**config.mk**
```make
export PLATFORM = sky130hd
export DESIGN_NAME = fec_ce_gen
export DESIGN_NICKNAME = d
export VERILOG_FILES = /design/src/rtl/fec_ce_pkg.sv /design/src/rtl/fec_ce_decode.sv /design/src/rtl/fec_ce_accum.sv /design/src/rtl/fec_ce_gen.sv
export SDC_FILE = /design/constraint.sdc
export NUM_CORES = 1
export LEC_CHECK = 0
export ABC_AREA = 0
export ABC_CLOCK_PERIOD_IN_PS = 2600
export BUFFER_PORTS_ARGS = -buffer_cell sky130_fd_sc_hd__buf_4
export CAP_MARGIN = 40
export CORE_MARGIN = 4
export CORE_UTILIZATION = 45
export CTS_BUF_LIST = sky130_fd_sc_hd__clkbuf_16
export CTS_CLUSTER_DIAMETER = 150
export DETAILED_ROUTE_END_ITERATION = 7
export SKIP_LAST_GASP = 1
export SYNTH_ARGS = -nofsm -noshare
export SYNTH_HDL_FRONTEND = slang
export SYNTH_HIERARCHICAL = 1
export SYNTH_SLANG_ARGS = --single-unit
```
**constraint.sdc**
```tcl
create_clock -name clk -period 2.6 [get_ports clk]
set_input_delay 0.13 -clock clk [delete_from_list [all_inputs] [get_ports clk]]
set_output_delay 0.13 -clock clk [all_outputs]
set_load 0.01 [all_outputs]
```
**src/rtl/fec_ce_pkg.sv**
```systemverilog
package fec_ce_pkg;

  parameter int unsigned RATIO_W     = 5;
  parameter int unsigned BASE_WIDE   = 16;
  parameter int unsigned BASE_NARROW = 14;

  localparam int unsigned NUM_PATHS = 2;
  localparam int unsigned PATH_TX   = 0;
  localparam int unsigned PATH_RX   = 1;

  typedef logic [RATIO_W-1:0] rval_t;

  // m strobes in every window of d reference cycles
  typedef struct packed {
    rval_t m;
    rval_t d;
  } ratio_t;

  localparam ratio_t RATIO_FULL = '{m: rval_t'(1), d: rval_t'(1)};
  localparam ratio_t RATIO_IDLE = '{m: rval_t'(0), d: rval_t'(1)};

  // divider -> strobe ratio: the even base of its pair over the divider
  function automatic ratio_t ratio_of_div(input rval_t div);
    ratio_t r;
    r.d = div;
    r.m = (div >= rval_t'(BASE_WIDE)) ? rval_t'(BASE_WIDE) : rval_t'(BASE_NARROW);
    return r;
  endfunction

  // bit 2 selects the pair, bit 0 the member taken by the transmit side
  function automatic rval_t tx_div_of(input logic [2:0] mode);
    if (mode[2]) return mode[0] ? rval_t'(BASE_NARROW) : rval_t'(BASE_NARROW + 1);
    else         return mode[0] ? rval_t'(BASE_WIDE)   : rval_t'(BASE_WIDE + 1);
  endfunction

  // receive side takes the other member of the same pair
  function automatic rval_t rx_div_of(input logic [2:0] mode);
    if (mode[2]) return mode[0] ? rval_t'(BASE_NARROW + 1) : rval_t'(BASE_NARROW);
    else         return mode[0] ? rval_t'(BASE_WIDE + 1)   : rval_t'(BASE_WIDE);
  endfunction

  function automatic logic uses_ext_clk(input logic [2:0] mode);
    return ~mode[1];
  endfunction

endpackage

```
**src/rtl/fec_ce_decode.sv**
```systemverilog
module fec_ce_decode
  import fec_ce_pkg::*;
(
  input  logic                        fec_on,
  input  logic [2:0]                  fec_mode,
  output ratio_t [NUM_PATHS-1:0]      next_ratio
);

  always_comb begin
    if (!fec_on) begin
      next_ratio[PATH_TX] = RATIO_FULL;
      next_ratio[PATH_RX] = RATIO_FULL;
    end else begin
      next_ratio[PATH_TX] = ratio_of_div(tx_div_of(fec_mode));
      next_ratio[PATH_RX] = uses_ext_clk(fec_mode) ? RATIO_IDLE
                                                   : ratio_of_div(rx_div_of(fec_mode));
    end
  end

endmodule

```
**src/rtl/fec_ce_accum.sv**
```systemverilog
module fec_ce_accum
  import fec_ce_pkg::*;
(
  input  logic   clk,
  input  logic   rst_n,
  input  ratio_t next_i,
  output logic   ce_o,
  output logic   win_last_o,
  output ratio_t active_o
);

  localparam int unsigned SUM_W = RATIO_W + 1;

  ratio_t            act_q;
  logic [RATIO_W-1:0] phase_q;
  logic [RATIO_W-1:0] acc_q;
  logic [RATIO_W-1:0] en_cnt_q;
  logic [SUM_W-1:0]   sum;

  assign sum        = {1'b0, acc_q} + {1'b0, act_q.m};
  assign ce_o       = (sum >= {1'b0, act_q.d});
  assign win_last_o = (phase_q == act_q.d - rval_t'(1));
  assign active_o   = act_q;

  always_ff @(posedge clk or negedge rst_n) begin
    if (!rst_n) begin
      act_q    <= RATIO_FULL;
      phase_q  <= '0;
      acc_q    <= '0;
      en_cnt_q <= '0;
    end else if (win_last_o) begin
      act_q    <= next_i;
      phase_q  <= '0;
      acc_q    <= '0;
      en_cnt_q <= '0;
    end else begin
      phase_q  <= phase_q + rval_t'(1);
      acc_q    <= ce_o ? RATIO_W'(sum - {1'b0, act_q.d}) : RATIO_W'(sum);
      en_cnt_q <= en_cnt_q + rval_t'(ce_o);
    end
  end


  win_count_chk: assert property (@(posedge clk) disable iff (!rst_n)
    win_last_o |-> ((SUM_W'(en_cnt_q) + SUM_W'(ce_o)) == SUM_W'(act_q.m)));


  first_idle_chk: assert property (@(posedge clk) disable iff (!rst_n)
    ((phase_q == '0) && (act_q.m < act_q.d)) |-> !ce_o);


  ratio_hold_chk: assert property (@(posedge clk) disable iff (!rst_n)
    !$past(win_last_o) |-> $stable(act_q));


  phase_range_chk: assert property (@(posedge clk) disable iff (!rst_n)
    phase_q < act_q.d);

endmodule

```
**src/rtl/fec_ce_gen.sv**
```systemverilog
module fec_ce_gen
  import fec_ce_pkg::*;
(
  input  logic       clk,
  input  logic       rst_n,
  input  logic       fec_on,
  input  logic [2:0] fec_mode,
  output logic       tx_ce,
  output logic       rx_ce,
  output logic       ext_clk_bypass
);

  ratio_t [NUM_PATHS-1:0] next_ratio;
  ratio_t [NUM_PATHS-1:0] active_ratio;
  logic   [NUM_PATHS-1:0] path_ce;
  logic   [NUM_PATHS-1:0] path_win_last;

  fec_ce_decode u_decode (
    .fec_on     (fec_on),
    .fec_mode   (fec_mode),
    .next_ratio (next_ratio)
  );

  for (genvar p = 0; p < NUM_PATHS; p++) begin : g_path
    fec_ce_accum u_accum (
      .clk        (clk),
      .rst_n      (rst_n),
      .next_i     (next_ratio[p]),
      .ce_o       (path_ce[p]),
      .win_last_o (path_win_last[p]),
      .active_o   (active_ratio[p])
    );
  end

  assign tx_ce          = path_ce[PATH_TX];
  assign rx_ce          = path_ce[PATH_RX];
  assign ext_clk_bypass = (active_ratio[PATH_RX].m == '0);


  bypass_rx_idle_chk: assert property (@(posedge clk) disable iff (!rst_n)
    ext_clk_bypass |-> !rx_ce);


  uncoded_full_chk: assert property (@(posedge clk) disable iff (!rst_n)
    (!$past(fec_on) && $past(path_win_last[PATH_TX])) |-> tx_ce);


  uncoded_no_bypass_chk: assert property (@(posedge clk) disable iff (!rst_n)
    (!$past(fec_on) && $past(path_win_last[PATH_RX])) |-> (rx_ce && !ext_clk_bypass));

endmodule

```
# After elaboration in Yosys (flattened, before gate mapping)
# Index checks and enable logic that the tools add are counted.
word_totals:
  ff_bits: 40
  output_inout_bits: 3
  word_cells: 41
  input_bits: 6
op_classes:
  reduce_logical: 1
  order_cmp: 4
  addsub: 8
  muxes: 18
  eq_ne: 2
ops:
  columns: ["cell", "n"]
  rows:
  - ["two-way mux 5 bit", 12]
  - ["two-way mux 20 bit", 1]
  - ["adder 5 x 5 -> 6 bit", 2]
  - [">= comparator 6 x 5 -> 1 bit", 2]
  - ["adder 5 x 1 -> 5 bit, second input constant", 2]
  - ["equality test 5 bit", 2]
  - [">= comparator 5 bit, second input constant", 2]
  - ["two-way mux 10 bit", 1]
  - ["subtractor 5 x 1 -> 5 bit, second input constant", 2]
  - ["subtractor 5 bit", 2]
  - ["logical NOT 5 bit", 1]
  - ["two-way mux 1 bit", 4]

# Depth between registers and ports, before layout
# Gate-level depths: netlist (run 1).
depth:
  word_depth: 7
  mapped_depth: 12
  mapped_depth_nobuf: 12

# Hierarchy
# Netlist (run 1), hierarchy kept.
modules_own_cells:
  columns: ["mod", "cells_each", "instances", "seq_area_each_um2", "area_each_um2"]
  rows:
  - ["fec_ce_accum", 118, 2, 503.0, 1266.2]
  - ["fec_ce_decode", 20, 1, 0.0, 140.1]
  - ["fec_ce_gen", 2, 1, 0.0, 11.3]

# Least setup slack after synthesis (run 1)
# Ideal clock, no wire load.
synth_timing:
  path_kind: "reg2reg"
  from: "reg g_path[1].u_accum.act_q (netlist bit g_path[1].u_accum/active_o[5])"
  to: "reg g_path[1].u_accum.acc_q[0]"
  stages_incl_launch_ff: 12
  required_time_ns: 2.506
  path_buffers: 0
  t_arrival_ns: 2.740
  period_less_slack_ns: 2.834
  setup_ns: 0.094
  slack_ns: -0.234
  cell_sequence: "dfstp_2 -> ha_1 -> fa_1 -> a21o_1 -> a21oi_1 -> xnor2_1 -> ha_1 -> nand3_1 -> nor2_1 -> a2111oi_2 -> inv_2 -> a211oi_1"
synth_via:
  elab_chain_cells: 4
  elab_cells_between_ends: 5
  cone_classes: "add/sub (2); order compare (1); mux (2)"
synth_lines:
  columns: ["element", "line_no", "rtl"]
  rows:
  - ["start, declared", "fec_ce_accum.sv:14", "ratio_t act_q;"]
  - ["start signal, assigned", "fec_ce_accum.sv:32", "act_q <= next_i;"]
  - ["adder 5 x 5 -> 6 bit", "fec_ce_accum.sv:20", "assign sum = {1'b0, acc_q} + {1'b0, act_q.m};"]
  - [">= comparator 6 x 5 -> 1 bit", "fec_ce_accum.sv:21", "assign ce_o = (sum >= {1'b0, act_q.d});"]
  - ["net rx_ce", "fec_ce_gen.sv:9", "output logic rx_ce,"]
  - ["two-way mux 5 bit", "fec_ce_accum.sv:38", "acc_q <= ce_o ? RATIO_W'(sum - {1'b0, act_q.d}) : RATIO_W'(sum);"]
  - ["two-way mux 5 bit", "fec_ce_accum.sv:31", "end else if (win_last_o) begin"]
  - ["end signal, assigned", "fec_ce_accum.sv:38", null]
  - ["end, declared", "fec_ce_accum.sv:16", "logic [RATIO_W-1:0] acc_q;"]
# The timed path passes the listed nets, and every way through them passes these cells.
# A chain may end at the register's enable or synchronous reset.

# Final worst setup path (run 1)
layout_timing:
  from: "reg g_path[1].u_accum.acc_q[0]"
  to: "out rx_ce"
layout_via:
  elab_chain_cells: 2
layout_lines:
  columns: ["element", "line_no"]
  rows:
  - ["adder 5 x 5 -> 6 bit", "fec_ce_accum.sv:20"]
  - [">= comparator 6 x 5 -> 1 bit", "fec_ce_accum.sv:21"]
  - ["end, declared", "fec_ce_gen.sv:9"]
# Every way passes these cells.

==> results.sh, run 1 <==
export IMPL_final_cell_area_mm2=0.00335
export IMPL_syn_inst=258
export IMPL_seq_area_mm2=0.00101
export IMPL_synth_seq_cells=40
export IMPL_postSynthAreaPerCell_um2=10.4
export IMPL_synth_area_mm2=0.00268
export IMPL_setup_ws_ps=-219
export IMPL_fp_coreArea_mm2=0.00564
export IMPL_dp_cells=336
export IMPL_grt_usage=0.153
export IMPL_path_delay_family="adder cells"
export IMPL_outcome="finished, violations left"
export IMPL_yosysUniqueCellTypes=35
export IMPL_yosys_top_cells_count="dfrtp_1, ha_1, mux2_1"
export IMPL_synth_fp_nets=292
export IMPL_htree_levels=2
export IMPL_vias_per_cell=5.15
export IMPL_crit_arrival_ps=2690
export IMPL_dpl_hpwl_mm=3.65
export IMPL_rsz0062_at_grt="true"
export IMPL_startpoint_type="flip-flop"
export IMPL_antenna_cells=0
export IMPL_clock_sinks=40
export IMPL_ys_top_cells_by_area="dfrtp_1, ha_1, mux2_1"
export IMPL_synth_flop_cell="dfrtp_1"
export IMPL_skew_ps=2.73
export IMPL_finalNetCount=317
export IMPL_die_h_um=85.2
export IMPL_drcViolationCount=0
export IMPL_grt_overflow=0
export IMPL_grt_pass1_wl_mm=8.91
export IMPL_synth_top_area_cell="dfrtp_1"
export IMPL_yosys_warnings=6
export IMPL_place_congestion=0.800
export IMPL_fill_cells=468
export IMPL_grt_max_degree=41
export IMPL_hp_class="input port to flip-flop"
export IMPL_clkLatencyLatePin_ps=270
export IMPL_port_buffers=8
export IMPL_drtIter0Drc=81
export IMPL_syn_to_final_growth_pct=24.7
export IMPL_dr_total_vias=1835
export IMPL_path_cells="ha_4, fa_2, a21o_1, a21oi_2, xnor2_2, ha_1, nand3_1, nor2_2, a2111oi_4, inv_2, buf_6"
export IMPL_setup_violations=12
export IMPL_relSlewSlack=0.654
export IMPL_antenna_left=0
export IMPL_finalNonFillerCells=356
export IMPL_final_hold_violation_count=0
export IMPL_clock_path_buffers=2
export IMPL_numCtsBuffers=5
export IMPL_cts_tree="built"
export IMPL_crit_type="flip-flop to output port"
export IMPL_clkTransAtPathRegs_ps=60
export IMPL_synth_most_common_cell="dfrtp_1"
export IMPL_required_ps=2470
export IMPL_rows=27
export IMPL_grt_pass1_vias=1908
export IMPL_fmax_ghz=0.355
export IMPL_ios=9
export IMPL_cts_root_buffer="clkbuf_16"
export IMPL_die_w_um=85.2
export IMPL_wl_mm=5.09
export IMPL_drive_above_1_share=0.324
export IMPL_synth_top_area_frac=0.336
export IMPL_timing_final_crit_share=1.08
export IMPL_die_area_mm2=0.00726
export IMPL_synth_seq_area_share=0.375
export IMPL_worst_pin_slew_ps=518
export IMPL_violations="setup timing"
export IMPL_cp_max_fo=3
export IMPL_antenna_found_initial=0
export IMPL_max_stage_delay_ps=400
export IMPL_wire_per_inst_um=14.3
export IMPL_placed_area_mm2=0.00290
export IMPL_min_period_ps=2820
export IMPL_drtPass1Iterations=4
export IMPL_drv_cap=0
export IMPL_crit_slowest_cell="dfrtp_1"
export IMPL_worstSetupEndpointType="output port"
export IMPL_synth_async_reset_ratio=1.00
export IMPL_maxSlewViolCount=0
export IMPL_multi_input_area_mm2=0.00174
export IMPL_start_util=0.476
export IMPL_cp_num_buf_inv=2
export IMPL_synth_edf_count=0
[through the flow]
| step | TNS, ps | util | setup WS, ps | hold WS, ps |
|---|---|---|---|---|
| global route | -2340 | 0.593 | -323 | 178 |
| finish | -1150 | 0.593 | -219 | 161 |
| CTS | -1990 | 0.578 | -235 | 161 |
| floorplan | -32.6 | - | -16.2 | -166 |
| global placement | -429 | 0.515 | -63.4 | 144 |
| detailed placement | -754 | 0.515 | -73.5 | 146 |
[layout make-up]
type,count,area share
clock buffer,5,0.0374
clock inverter,3,0.0116
tap,72,0.0269
timing repair buffer,35,0.0838
inverter,17,0.0191
sequential,40,0.301
multi-input combinational,184,0.521
[cells in the final DEF (no fill, tap or decap), drive strengths merged, types with 11 or more instances in the layout]
master / Yosys / layout
a21oi: 16 / 16
buf: 17 / 34
dfrtp: 36 / 36
ha: 24 / 24
inv: 17 / 18
mux2: 20 / 20
nand2: 11 / 11
nor2: 19 / 19
nor2b: 11 / 11
xnor2: 14 / 14
[routing by layer]
layer | share of wire | routed length, µm | vias to the layer above | GRT usage
met5 | 0 | 0 | - | 0
met4 | 0.010 | 51 | 0 | 0.0460
met3 | 0.019 | 95 | 6 | 0.0262
met2 | 0.47 | 2370 | 14 | 0.239
met1 | 0.50 | 2570 | 885 | 0.216
li1 | - | - | 930 | -
[worst paths after layout]
path                                                    start                            end  slack [ps]  depth (start not counted)
worst min register to register  g_path[0].u_accum/active_o[8]  g_path[0].u_accum/active_o[8]         500                          1
worst max register to register     g_path[1].u_accum/acc_q[0]     g_path[1].u_accum/acc_q[0]        -160                         12
max in group asynchronous                               rst_n  g_path[1].u_accum/active_o[0]        1850                          2
worst max-delay path               g_path[1].u_accum/acc_q[0]                          rx_ce        -220                         11
min in group asynchronous                               rst_n     g_path[1].u_accum/acc_q[1]         370                          2
worst min-delay path                              fec_mode[0]  g_path[0].u_accum/active_o[0]         160                          3
[flip-flops by register name, summed over array words and instances, names as in the netlist]
signal                   cells
g_path.u_accum/phase_q      10
g_path.u_accum/active_o     20
g_path.u_accum/acc_q        10
[cell families (layout without fill, tap and decap cells)]
logic type | count (synthesis) | in the layout | synth area share
AO/OA/AOI/OAI | 46 | 46 | 0.130
XOR/XNOR | 22 | 22 | 0.0718
adder cells (fa/ha/maj) | 28 | 28 | 0.142
buffers and inverters | 34 | 60 | 0.0695
flip-flops | 40 | 40 | 0.375
multiplexers | 20 | 20 | 0.0839
AND/OR/NAND/NOR | 68 | 68 | 0.129
[worst register-to-register path, delay by kind of cell (launching register included)]
kind | cells | cell delay (ps)
DFF | 1 | 400
xor gates and xnor gates | 1 | 90
AOI/OAI and AO/OA | 4 | 920
adders and majority gates | 3 | 850
buffers and inverters | 2 | 280
and+or+nand+nor | 2 | 170
[repair_timing]
action | 4_1_cts | 5_1_grt
hold buffers | 1 | 0
hold endpoints to repair | 36 | 0
gates resized for setup | 23 | 17
pin swaps | 20 | 11
endpoints found under the setup margin | 12 | 12
setup buffers | 10 | 2
Power of run 1 is not shown: default switching activity piles up to over one toggle a cycle in this logic, so the estimate is an artifact.
==> inputs of run 2 (changes only) <==
--- a/config.mk
+++ b/config.mk
@@ -14,6 +14,7 @@
 export CTS_BUF_LIST = sky130_fd_sc_hd__clkbuf_16
 export CTS_CLUSTER_DIAMETER = 150
 export DETAILED_ROUTE_END_ITERATION = 7
+export SETUP_SLACK_MARGIN = 0.15
 export SKIP_LAST_GASP = 1
 export SYNTH_ARGS = -nofsm -noshare
 export SYNTH_HDL_FRONTEND = slang
==> run 2 against run 1 <==
Against the previous run:
- the run still ends with setup timing left
- hold slack is essentially flat
- die area unchanged
- final cell count is 0.56% lower
- critical path type is now flip-flop to flip-flop
- largest cell class unchanged
==> results.sh, run 2 (synthesis results as in run 1) <==
export IMPL_use_met3=0.0330
export IMPL_rsz0062_at_grt="true"
export IMPL_met1_usage=0.214
export IMPL_clock_path_buffers=2
export IMPL_hp_class="input port to flip-flop"
export IMPL_port_buffers=8
export IMPL_clkLatencyLatePin_ps=280
export IMPL_place_congestion=0.782
export IMPL_drcViolationCount=0
export IMPL_numCtsBuffers=5
export IMPL_path_delay_family="adder cells"
export IMPL_start_util=0.476
export IMPL_cts_tree="built"
export IMPL_antenna_cells=0
export IMPL_grt_usage=0.155
export IMPL_min_period_ps=2800
export IMPL_worst_pin_slew_ps=518
export IMPL_die_h_um=85.2
export IMPL_relSlewSlack=0.654
export IMPL_crit_top_cell="a21oi_2"
export IMPL_drtPass1Iterations=5
export IMPL_finalNetCount=315
export IMPL_syn_to_final_growth_pct=24.7
export IMPL_mostFrequentLayoutCell="dfrtp_1"
export IMPL_r2r_setup_slack_ps=-200
export IMPL_seq_area_mm2=0.00101
export IMPL_outcome="finished, violations left"
export IMPL_violations="setup timing"
export IMPL_dr_total_vias=1852
export IMPL_setup_violations=12
export IMPL_drv_cap=0
export IMPL_fill_cells=481
export IMPL_final_hold_violation_count=0
export IMPL_grt_pass1_wl_mm=9.07
export IMPL_startpoint="g_path[0].u_accum/acc_q[0]"
export IMPL_crit_end="g_path[0].u_accum/acc_q[3]"
export IMPL_grt_pass1_vias=1899
export IMPL_grt_overflow=0
export IMPL_grt_max_degree=41
export IMPL_path_depth=13
export IMPL_drive_above_1_share=0.330
export IMPL_antenna_found_initial=0
export IMPL_timing_final_crit_share=1.08
export IMPL_max_stage_delay_ps=390
export IMPL_hold_ws_ps=161
export IMPL_grt_most_used_layer="met2"
export IMPL_setup_ws_ps=-204
export IMPL_multi_input_area_mm2=0.00177
export IMPL_dpl_hpwl_mm=3.64
export IMPL_worstSetupEndpointType="flip-flop"
export IMPL_worstRegToRegCells=13
export IMPL_wl_mm=5.14
export IMPL_required_ps=2810
export IMPL_crit_slowest_cell="dfrtp_1"
export IMPL_skew_ps=4.25
export IMPL_largest_reg_flops=20
export IMPL_ios=9
export IMPL_crit_type="flip-flop to flip-flop"
export IMPL_maxSlewViolCount=0
export IMPL_final_cell_mix="dfrtp_1, buf_4, mux2_1, ha_1, inv_1"
export IMPL_reg2reg_from="g_path[0].u_accum/acc_q[0]"
export IMPL_wire_per_inst_um=14.5
export IMPL_die_w_um=85.2
export IMPL_fmax_ghz=0.357
export IMPL_rows=27
export IMPL_cp_num_buf_inv=2
export IMPL_clock_sinks=40
export IMPL_cp_max_fo=3
export IMPL_startpoint_type="flip-flop"
export IMPL_htree_levels=2
export IMPL_vias_per_cell=5.23
export IMPL_grtUsageMet2=0.249
export IMPL_path_cells="ha_4, fa_2, a21o_1, a21oi_2, xnor2_2, ha_1, buf_6, o21ai_4, a21oi_4, a2111oi_4, buf_4, or3b_4, a21oi_2"
export IMPL_r2r_end="g_path[0].u_accum/acc_q[3]"
export IMPL_antenna_left=0
export IMPL_fp_coreArea_mm2=0.00564
export IMPL_drtIter0Drc=50
export IMPL_cts_root_buffer="clkbuf_16"
export IMPL_die_area_mm2=0.00726
export IMPL_crit_arrival_ps=3010
export IMPL_clkTransAtPathRegs_ps=60
## run 2: cell count changes in the layout (fill, tap and decap cells not counted), sizes merged
cell	previous run	this run
buf	34	32
bufinv	1	0
inv	18	19
## run 2: worst min path at each step
stage / from / to / slack, ps / cells past startpoint
CTS: fec_mode[0] / g_path[0].u_accum/active_o[0] / 160 / 3
finish: fec_mode[0] / g_path[0].u_accum/active_o[0] / 160 / 3
floorplan: rst_n / g_path[0].u_accum/acc_q[0] / -170 / 0
detailed placement: rst_n / g_path[1].u_accum/acc_q[1] / 150 / 1
global route: fec_mode[0] / g_path[0].u_accum/active_o[0] / 170 / 3
global placement: rst_n / g_path[1].u_accum/acc_q[1] / 140 / 1
## run 2: layout make-up
| class | count | share of cell area |
|---|---|---|
| clock buffer | 5 | 0.0374 |
| clock inverter | 3 | 0.00336 |
| inverter | 17 | 0.0191 |
| multi-input combinational | 184 | 0.527 |
| sequential | 40 | 0.301 |
| tap | 72 | 0.0269 |
| timing repair buffer | 33 | 0.0849 |
## run 2: worst reg2reg max path: stages (launching register included)
cell	delay, ps
dfrtp_1	390
ha_4	160
fa_2	340
a21o_1	180
a21oi_2	160
xnor2_2	90
ha_1	340
buf_6	120
o21ai_4	50
a21oi_4	150
a2111oi_4	60
buf_4	160
or3b_4	380
a21oi_2	140
## run 2: layer usage
layer	wire length, µm	vias up
li1	-	928
met1	2540	906
met2	2430	14
met3	129	4
met4	40	0
met5	0	-
## run 2: per-stage QoR
| step | utilization | cell area (µm²) | std cells | setup slack (ps) | setup TNS (ps) |
|---|---|---|---|---|---|
| global placement | 0.525 | 2960 | 334 | -9.40 | -21.6 |
| detailed placement | 0.525 | 2960 | 334 | -81.3 | -497 |
| floorplan | - | 2830 | 258 | 23.4 | 0 |
| finish | 0.593 | 3350 | 354 | -204 | -1680 |
| global route | 0.593 | 3350 | 354 | -344 | -3300 |
| CTS | 0.571 | 3220 | 352 | -232 | -1790 |
## run 2: repair_timing
item / in CTS / in global routing
hold buffers: 1 / 0
pin swaps: 9 / 15
setup endpoints to repair: 12 / 20
gates resized for setup: 12 / 25
hold endpoints to repair: 36 / 0
setup buffers: 9 / 2
Power of run 2 is left out for the same reason.
==> inputs of run 3 (changes only) <==
--- a/config.mk
+++ b/config.mk
@@ -14,6 +14,7 @@
 export CTS_BUF_LIST = sky130_fd_sc_hd__clkbuf_16
 export CTS_CLUSTER_DIAMETER = 150
 export DETAILED_ROUTE_END_ITERATION = 7
+export MAX_ROUTING_LAYER = met4
 export SETUP_SLACK_MARGIN = 0.15
 export SKIP_LAST_GASP = 1
 export SYNTH_ARGS = -nofsm -noshare
==> run 3 against run 2 <==
Against the previous run:
- the flow still finishes with violations (setup timing)
- critical path depth is 2 lower
- non-clock buffer count stayed put
- sequential share of layout area stayed put
- clock-buffer cell count stayed put
- cell area stayed put
- die area stayed put
- first-iteration DRC count is 10% higher
- flip-flop and latch count stayed put
- utilization stayed put
- global-route usage is 0.46 points higher
- maximum frequency hardly changed
==> results.sh, run 3 (synthesis results as in run 1) <==
export IMPL_rsz0062_at_grt="true"
export IMPL_setup_violations=12
export IMPL_r2r_setup_slack_ps=-200
export IMPL_dpl_hpwl_mm=3.64
export IMPL_clkLatencyLatePin_ps=280
export IMPL_mostFrequentLayoutCell="dfrtp_1"
export IMPL_worstRegToRegCells=13
export IMPL_setup_ws_ps=-205
export IMPL_timing_final_crit_share=1.08
export IMPL_outcome="finished, violations left"
export IMPL_drtPass1Iterations=5
export IMPL_numCtsBuffers=5
export IMPL_clock_path_buffers=2
export IMPL_hold_ws_ps=161
export IMPL_grtUsageMet2=0.249
export IMPL_fill_cells=481
export IMPL_dr_total_vias=1859
export IMPL_min_from="fec_mode[0]"
export IMPL_reg2reg_from="g_path[0].u_accum/acc_q[0]"
export IMPL_drcViolationCount=0
export IMPL_hold_depth=3
export IMPL_maxSlewViolCount=0
export IMPL_grt_overflow=0
export IMPL_startpoint_type="flip-flop"
export IMPL_drive_above_1_share=0.330
export IMPL_final_hold_violation_count=0
export IMPL_start_util=0.476
export IMPL_clkTransAtPathRegs_ps=60
export IMPL_antenna_found_initial=0
export IMPL_drtIter0Drc=55
export IMPL_grt_max_degree=41
export IMPL_violations="setup timing"
export IMPL_largest_reg_flops=20
export IMPL_hp_class="input port to flip-flop"
export IMPL_place_congestion=0.793
export IMPL_rows=27
export IMPL_die_area_mm2=0.00726
export IMPL_clock_sinks=40
export IMPL_die_w_um=85.2
export IMPL_drv_cap=0
export IMPL_finalNetCount=315
export IMPL_finalSetupTns_ps=-1690
export IMPL_ios=9
export IMPL_vias_per_cell=5.25
export IMPL_worst_pin_slew_ps=518
export IMPL_grt_pass1_wl_mm=9.07
export IMPL_grt_pass1_vias=1902
export IMPL_die_h_um=85.2
export IMPL_cts_root_buffer="clkbuf_16"
export IMPL_grt_usage=0.160
export IMPL_final_util=0.593
export IMPL_use_met3=0.0320
export IMPL_min_period_ps=2810
export IMPL_skew_ps=4.44
export IMPL_fmax_ghz=0.356
export IMPL_met1_usage=0.215
export IMPL_crit_arrival_ps=2680
export IMPL_final_cell_mix="dfrtp_1, buf_4, mux2_1, ha_1, inv_1"
export IMPL_syn_to_final_growth_pct=24.7
export IMPL_cts_tree="built"
export IMPL_cp_max_fo=3
export IMPL_antenna_cells=0
export IMPL_crit_type="flip-flop to output port"
export IMPL_htree_levels=2
export IMPL_relSlewSlack=0.655
export IMPL_r2r_end="g_path[0].u_accum/acc_q[3]"
export IMPL_wl_mm=5.15
export IMPL_antenna_left=0
export IMPL_required_ps=2470
export IMPL_wire_per_inst_um=14.6
export IMPL_worstSetupEndpointType="output port"
export IMPL_grt_most_used_layer="met2"
export IMPL_port_buffers=8
export IMPL_hold_path_end="g_path[0].u_accum/active_o[0]"
export IMPL_fp_coreArea_mm2=0.00564
run 3: cell counts in the layout (fill, tap and decap cells not counted):
No cell type changed its count.
run 3: worst max-delay path by stage:
| stage | startpoint | endpoint | slack [ps] | cells after the start |
|---|---|---|---|---|
| final | g_path[1].u_accum/acc_q[0] | rx_ce | -210 | 11 |
| after floorplan | g_path[0].u_accum/acc_q[0] | g_path[0].u_accum/acc_q[0] | 20 | 11 |
| after CTS | g_path[1].u_accum/acc_q[0] | rx_ce | -230 | 11 |
| after detailed placement | g_path[0].u_accum/acc_q[0] | g_path[0].u_accum/acc_q[0] | -80 | 12 |
| after global placement | g_path[0].u_accum/acc_q[0] | g_path[0].u_accum/acc_q[2] | -9 | 12 |
| after global routing | g_path[1].u_accum/acc_q[0] | g_path[1].u_accum/acc_q[1] | -340 | 13 |
run 3: metal layers:
layer	wire length, µm	part of all wire
met2	2430	0.47
met5	0	0
met3	119	0.023
met4	38	0.0074
met1	2570	0.50
run 3: area by class of cell:
cell class,instances,area (µm²),share of cell area
clock buffers,5,125,0.0374
clock inverters,3,11.3,0.00336
inverters,17,63.8,0.0191
multi-input cells,184,1770,0.527
flip-flops and latches,40,1010,0.301
well taps,72,90.1,0.0269
repair buffers,33,284,0.0849
run 3: critical path: stages (launching register included):
cell and delay (ps):
dfrtp_1 400, ha_4 170, fa_2 330, a21o_1 190, a21oi_2 180, xnor2_2 160, ha_4 250, nand3_2 80
nor2_2 50, a2111oi_4 360, inv_2 100, buf_6 130
run 3: repair_timing:
action	CTS	global route
endpoints found under the hold margin	36	0
hold buffers	1	0
setup buffers	9	2
pin swaps	9	15
gates cloned	0	0
gates resized for setup	12	25
endpoints found under the setup margin	12	20
run 3: per-stage QoR:
stage	instances	setup WS [ps]	area (µm²)
2_1_floorplan	258	23.4	2830
3_3_place_gp	334	-9.40	2960
3_5_place_dp	334	-81.3	2960
4_1_cts	352	-232	3220
5_1_grt	354	-344	3350
6_report	354	-205	3350
Power of run 3 is left out for the same reason.
